`src/rtl/glyph_pkg.sv`:
```
package glyph_pkg;

    localparam int GLYPH_BITS = 8;

    typedef struct packed {
        logic [GLYPH_BITS-1:0] bits;
        logic                  inv;
        logic [3:0]            left;
    } cell_t;

    typedef struct packed {
        logic       hsync;
        logic       step;
    } sync_t;

    function automatic logic cell_pixel(input cell_t c);
        return (c.left != 4'd0) ? (c.bits[GLYPH_BITS-1] ^ c.inv) : 1'b0;
    endfunction

    function automatic cell_t cell_advance(input cell_t c);
        cell_t n;
        n = c;
        if (c.left != 4'd0) begin
            n.bits = {c.bits[GLYPH_BITS-2:0], 1'b0};
            n.left = c.left - 4'd1;
        end
        return n;
    endfunction

endpackage

```
`src/rtl/glyph_shifter.sv`:
```
module glyph_shifter
    import glyph_pkg::*;
(
    input  logic                  clk,
    input  logic                  rst,
    input  logic                  load,
    input  logic [GLYPH_BITS-1:0] pattern,
    input  logic                  invert,
    output logic                  video
);

    cell_t cell_q;

    always_ff @(posedge clk) begin
        if (rst) begin
            cell_q <= '0;
        end else if (load) begin
            cell_q.bits <= pattern;
            cell_q.inv  <= invert;
            cell_q.left <= 4'(GLYPH_BITS);
        end else begin
            cell_q <= cell_advance(cell_q);
        end
    end

    assign video = cell_pixel(cell_q);

endmodule

```
`src/rtl/line_timebase.sv`:
```
module line_timebase
    import glyph_pkg::*;
#(
    parameter int LINE_CLKS = 207,
    parameter int HS_START  = 8,
    parameter int HSW_BITS  = 5,
    localparam int HCNT_W   = $clog2(LINE_CLKS)
) (
    input  logic                clk,
    input  logic                rst,
    input  logic [HSW_BITS-1:0] hs_width,
    output logic [HCNT_W-1:0]   hpos,
    output sync_t               sync
);

    localparam logic [HCNT_W-1:0] LAST_POS = HCNT_W'(LINE_CLKS - 1);
    localparam logic [HCNT_W-1:0] PRE_POS  = HCNT_W'(HS_START - 1);

    logic [HCNT_W-1:0] hpos_q;
    int                offset;

    always_ff @(posedge clk) begin
        if (rst) begin
            hpos_q <= '0;
        end else if (hpos_q == LAST_POS) begin
            hpos_q <= '0;
        end else begin
            hpos_q <= hpos_q + 1'b1;
        end
    end

    always_comb begin
        offset     = int'(hpos_q) - HS_START;
        sync.hsync = (offset >= 0) && (offset < int'(hs_width));
        sync.step  = (hpos_q == PRE_POS) && (hs_width != '0);
    end

    assign hpos = hpos_q;

endmodule

```
`src/rtl/frame_counter.sv`:
```
module frame_counter #(
    parameter int ROW_BITS     = 3,
    parameter int ACTIVE_LINES = 192,
    parameter int FRAME_LINES  = 262,
    localparam int LINE_W      = $clog2(FRAME_LINES)
) (
    input  logic                clk,
    input  logic                rst,
    input  logic                frame_start,
    input  logic                step,
    output logic [ROW_BITS-1:0] row,
    output logic                active
);

    localparam logic [LINE_W-1:0] LAST_LINE = LINE_W'(FRAME_LINES - 1);
    localparam logic [LINE_W-1:0] ACT_LIM   = LINE_W'(ACTIVE_LINES);

    logic [ROW_BITS-1:0] row_q;
    logic [LINE_W-1:0]   line_q;

    always_ff @(posedge clk) begin
        if (rst || frame_start) begin
            row_q  <= '0;
            line_q <= '0;
        end else if (step) begin
            row_q  <= row_q + 1'b1;
            line_q <= (line_q == LAST_LINE) ? '0 : line_q + 1'b1;
        end
    end

    assign row    = row_q;
    assign active = line_q < ACT_LIM;

endmodule

```
`src/rtl/glyph_serializer.sv`:
```
module glyph_serializer
    import glyph_pkg::*;
#(
    parameter int ROW_BITS     = 3,
    parameter int LINE_CLKS    = 207,
    parameter int HS_START     = 8,
    parameter int HSW_BITS     = 5,
    parameter int ACTIVE_LINES = 192,
    parameter int FRAME_LINES  = 262
) (
    input  logic                  clk,
    input  logic                  rst,
    input  logic                  frame_start_i,
    input  logic                  load_i,
    input  logic [GLYPH_BITS-1:0] pattern_i,
    input  logic                  invert_i,
    input  logic [HSW_BITS-1:0]   hs_width_i,
    output logic                  video_o,
    output logic                  hsync_o,
    output logic [ROW_BITS-1:0]   row_o,
    output logic                  frame_active_o
);

    localparam int HCNT_W = $clog2(LINE_CLKS);

    logic [HCNT_W-1:0] hpos;
    sync_t             sync;

    glyph_shifter u_shift (
        .clk     (clk),
        .rst     (rst),
        .load    (load_i),
        .pattern (pattern_i),
        .invert  (invert_i),
        .video   (video_o)
    );

    line_timebase #(
        .LINE_CLKS (LINE_CLKS),
        .HS_START  (HS_START),
        .HSW_BITS  (HSW_BITS)
    ) u_tb (
        .clk      (clk),
        .rst      (rst),
        .hs_width (hs_width_i),
        .hpos     (hpos),
        .sync     (sync)
    );

    frame_counter #(
        .ROW_BITS     (ROW_BITS),
        .ACTIVE_LINES (ACTIVE_LINES),
        .FRAME_LINES  (FRAME_LINES)
    ) u_fc (
        .clk         (clk),
        .rst         (rst),
        .frame_start (frame_start_i),
        .step        (sync.step),
        .row         (row_o),
        .active      (frame_active_o)
    );

    assign hsync_o = sync.hsync;

endmodule

```
`config.mk`:
```
export PLATFORM = sky130hd
export DESIGN_NAME = glyph_serializer
export DESIGN_NICKNAME = d
export VERILOG_FILES = /design/src/rtl/glyph_pkg.sv /design/src/rtl/glyph_shifter.sv /design/src/rtl/line_timebase.sv /design/src/rtl/frame_counter.sv /design/src/rtl/glyph_serializer.sv
export SDC_FILE = /design/constraint.sdc
export NUM_CORES = 1
export LEC_CHECK = 0
export ABC_AREA = 1
export BUFFER_PORTS_ARGS = -buffer_cell sky130_fd_sc_hd__buf_2
export CORE_ASPECT_RATIO = 0.75
export CORE_MARGIN = 1.5
export CORE_UTILIZATION = 51
export DETAILED_ROUTE_END_ITERATION = 8
export GPL_TIMING_DRIVEN = 0
export HOLD_SLACK_MARGIN = 0.05
export PLACE_DENSITY = 0.85
export SETUP_SLACK_MARGIN = 0.02
export SYNTH_ARGS = -nofsm -noshare
export SYNTH_HDL_FRONTEND = slang
export SYNTH_SLANG_ARGS = --single-unit
```
`constraint.sdc`:
```
create_clock -name clk -period 1.9 [get_ports clk]
set_clock_uncertainty 0.1 [all_clocks]
set_input_delay 0.475 -clock clk [delete_from_list [all_inputs] [get_ports clk]]
set_output_delay 0.475 -clock clk [all_outputs]
set_load 0.01 [all_outputs]
```
==> flow_summary_export.csv <==
group,metric,value,unit
clock_tree,cts.sinks,33,
sta,finalHoldViolCount,0,
clock_tree,clk_root_buffer_cell,"clkbuf_8",
synth,synth.yosys.seq_area_share,35.7,%
synth,synth_top_cell_by_area,"dfxtp_1",
routing,drc,0,
global_routing,grt_overflow_total,0,
sta,period_minus_slack,2.23,ns
outcome,failed_checks,"setup timing",
routing,avgViaCountPerCell,5.23,
place,dp_hpwl,2880,um
critical_path,critPathKind,"register to output pin",
routing,drt_iter0_drc,88,
power_and_ir_drop,p_per_area,741,nW/um2
routing,route.met2.wl,1710,um
synth,yosysMostFrequentCell,"nand2_1",
synth,avgSynthCellArea,7.11,um2
global_routing,track_usage,22.2,%
synth,synthFlopType,"dfxtp_1",
power_and_ir_drop,ir_drop,502,uV
synth,synth_top_cells_by_area,"dfxtp_1 (36%), nand2_1 (11%), ha_1 (9.5%)",
min_path,hold_class,"input port to register",
critical_path,path_cells,"inv_4 > ha_4 > inv_2 > ha_4 > nor2_2 > o21ai_1 > a21oi_1 > nand3_1 > a21oi_2 > buf_2",
cells_and_area,finalNonFillerCells,336,
sta,rsz0062_at_grt,"yes",
sta,tightest_slew,0.607,ns
routing,top_layer_used,"met4",
routing,ant_nets,0,
die,die-area,4000,um2
sta,worst_slack,-0.332,ns
critical_path,cp_common_cell,"ha_4",
clock_tree,cts-buffers-inserted,5,
routing,routed_wl,4010,um
critical_path,path_max_fanout,2,
synth,async_reset_ff_share,0,%
die,rows,18,
synth,synth_edf_count,0,
sta,slew_viol_final,0,
cells_and_area,areaGrowthSynthToFinish,21.0,%
critical_path,worstPathRequired,1.32,ns
die,dieHeight,55.2,um
critical_path,end_kind,"output pin",
clock_tree,clk_latency,0.28,ns
cells_and_area,drive_gt1_share,21.6,%
place,routabilityCongestion,0.863,
sta,slew_headroom,59.3,%
synth,synth_cells,260,
cells_and_area,nNetsFinal,327,
place,place_worst_setup_slack,-0.116,ns
clock_tree,cts_tree,"built",
global_routing,grt_pass1_vias,1518,
sta,period_share,117,%
sta,setup_violations,1,
cells_and_area,antennaDiodeCount,0,
routing,vias,1758,
die,start_util,54.7,%
place,dp_cells,322,
job,cap_viol_max_count,0,
synth,synth_seq_cells,33,
routing,drt-met1-wl,2000,um
global_routing,grt_pass1_wl,6640,um
sta,timing.fmax,0.448,GHz
routing,drt_pass1_iterations,4,
critical_path,max_stage_delay,0.37,ns
clock_tree,htreeDepth,2,
die,ioPinCount,24,
synth,yosysWarnings,0,
synth,syn_area,1850,um2
critical_path,critical_path_arrival,1.66,ns
routing,wl_per_cell,11.9,um
clock_tree,cts_buffer_depth,2,
synth,syn_nets,292,
routing,wl_met3,208,um
synth,yosys.cell_types.count,29,
global_routing,grt_max_degree,11,
global_routing,antenna_found_initial,0,
synth,synthDominantCellAreaShare,35.7,%
critical_path,worstSetupStartpointType,"register",
outcome,status,"finished, violations left",
die,die_width,72.5,um
clock_tree,clk_pin_slew_worst_paths,0.07,ns
synth,synth.top_cells.by_count,"nand2_1 (53), nor2_1 (34), dfxtp_1 (33)",
die,core,3380,um2
place,numPortBuffers,22,
power_and_ir_drop,p_leak,0.931,nW
critical_path,crit_slowest_cell,"dfxtp_4",
## through the flow
step / setup TNS [ns] / total power [mW] / instance area [um2] / hold WS [ns] / util, %
final: -0.332 / 1.66 / 2240 / 0.337 / 66.2
after floorplan: 0 / 0.889 / 1890 / 0.330 / -
after global placement: -0.0971 / 0.939 / 2050 / 0.347 / 60.6
after global routing: -0.433 / 1.73 / 2240 / 0.356 / 66.2
after detailed placement: -0.116 / 0.944 / 2050 / 0.358 / 60.6
after CTS: -0.371 / 1.64 / 2210 / 0.329 / 65.4
## routing by layer
metal,track usage (%),vias to the layer above
met5,0,-
met1,29.0,790
met2,34.6,45
met4,10.7,0
met3,5.98,10
li1,-,913
## critical path, delay by kind of cell (launching register included)
kind,cells,cell delay (ns)
fa+ha+maj,2,0.39
flops,1,0.37
compound gates,3,0.27
buf+inv,3,0.20
simple gates,2,0.15
## repair_timing
action | CTS | global route
hold buffers | 0 | 0
pin swaps | 4 | 2
gates resized for setup | 8 | 3
buffers inserted | 3 | 3
gates cloned | 0 | 0
endpoints found under the setup margin | 2 | 2
## worst paths after layout
check | start | to | slack (ns) | cells past startpoint
worst max-delay path | u_tb.hpos[3]$_SDFF_PP0_ | hsync_o | -0.33 | 10
worst min-delay path | invert_i | u_shift.cell_q[4]$_SDFFE_PP0P_ | 0.34 | 3
worst max register to register | u_shift.cell_q[0]$_SDFFE_PP0P_ | u_shift.cell_q[7]$_SDFFE_PP0P_ | 0.15 | 8
worst min register to register | u_tb.hpos[0]$_SDFF_PP0_ | u_tb.hpos[0]$_SDFF_PP0_ | 0.37 | 1
## cell usage in the layout, fill, tap and decap left out, types with 2 or more instances in the layout
cell type,instances
nand2_1,53
nor2_1,33
dfxtp_1,29
inv_1,26
buf_2,22
a21oi_1,20
nand3_1,18
o21ai_0,11
ha_1,11
inv_2,7
clkbuf_8,6
buf_4,6
nor3_1,5
nand4_1,5
a31oi_1,4
nor2_2,3
o21ai_1,3
clkbuf_1,3
xor2_1,3
ha_4,3
inv_4,2
xnor2_1,2
nand3_2,2
nand3b_1,2
dfxtp_2,2
dfxtp_4,2
## cells by family (layout without fill, tap and decap cells)
kind of cell             Yosys count  in the layout  synth area share [%]
buffers and inverters             39             75                  8.32
adder cells (fa/ha/maj)           14             14                  9.47
flip-flops                        33             33                  35.7
XOR/XNOR                           5              5                  2.37
AO/OA/AOI/OAI                     42             42                  12.7
AND/OR/NAND/NOR                  127            127                  31.5
## power by group
part	total, mW	internal, mW	switching [mW]
Sequential	0.743	0.721	0.0220
Clock	0.678	0.427	0.250
Combinational	0.236	0.102	0.134
Total	1.66	1.25	0.406
## flip-flops by register name, summed over array words and instances, names as in the netlist
name,cells
u_tb.hpos,8
u_fc.row,3
u_shift.cell_q,13
u_fc.line_q,9
## layout make-up
type	instances	area, um2
clock buffers	7	86.3
well taps	40	50.0
fillers	295	1140
clock inverters	1	30.0
multi-input cells	188	1090
flip-flops and latches	33	671
inverters	36	140
plain buffers	3	18.8
repair buffers	28	155
Note: power is estimated with default switching activity, not from simulation.
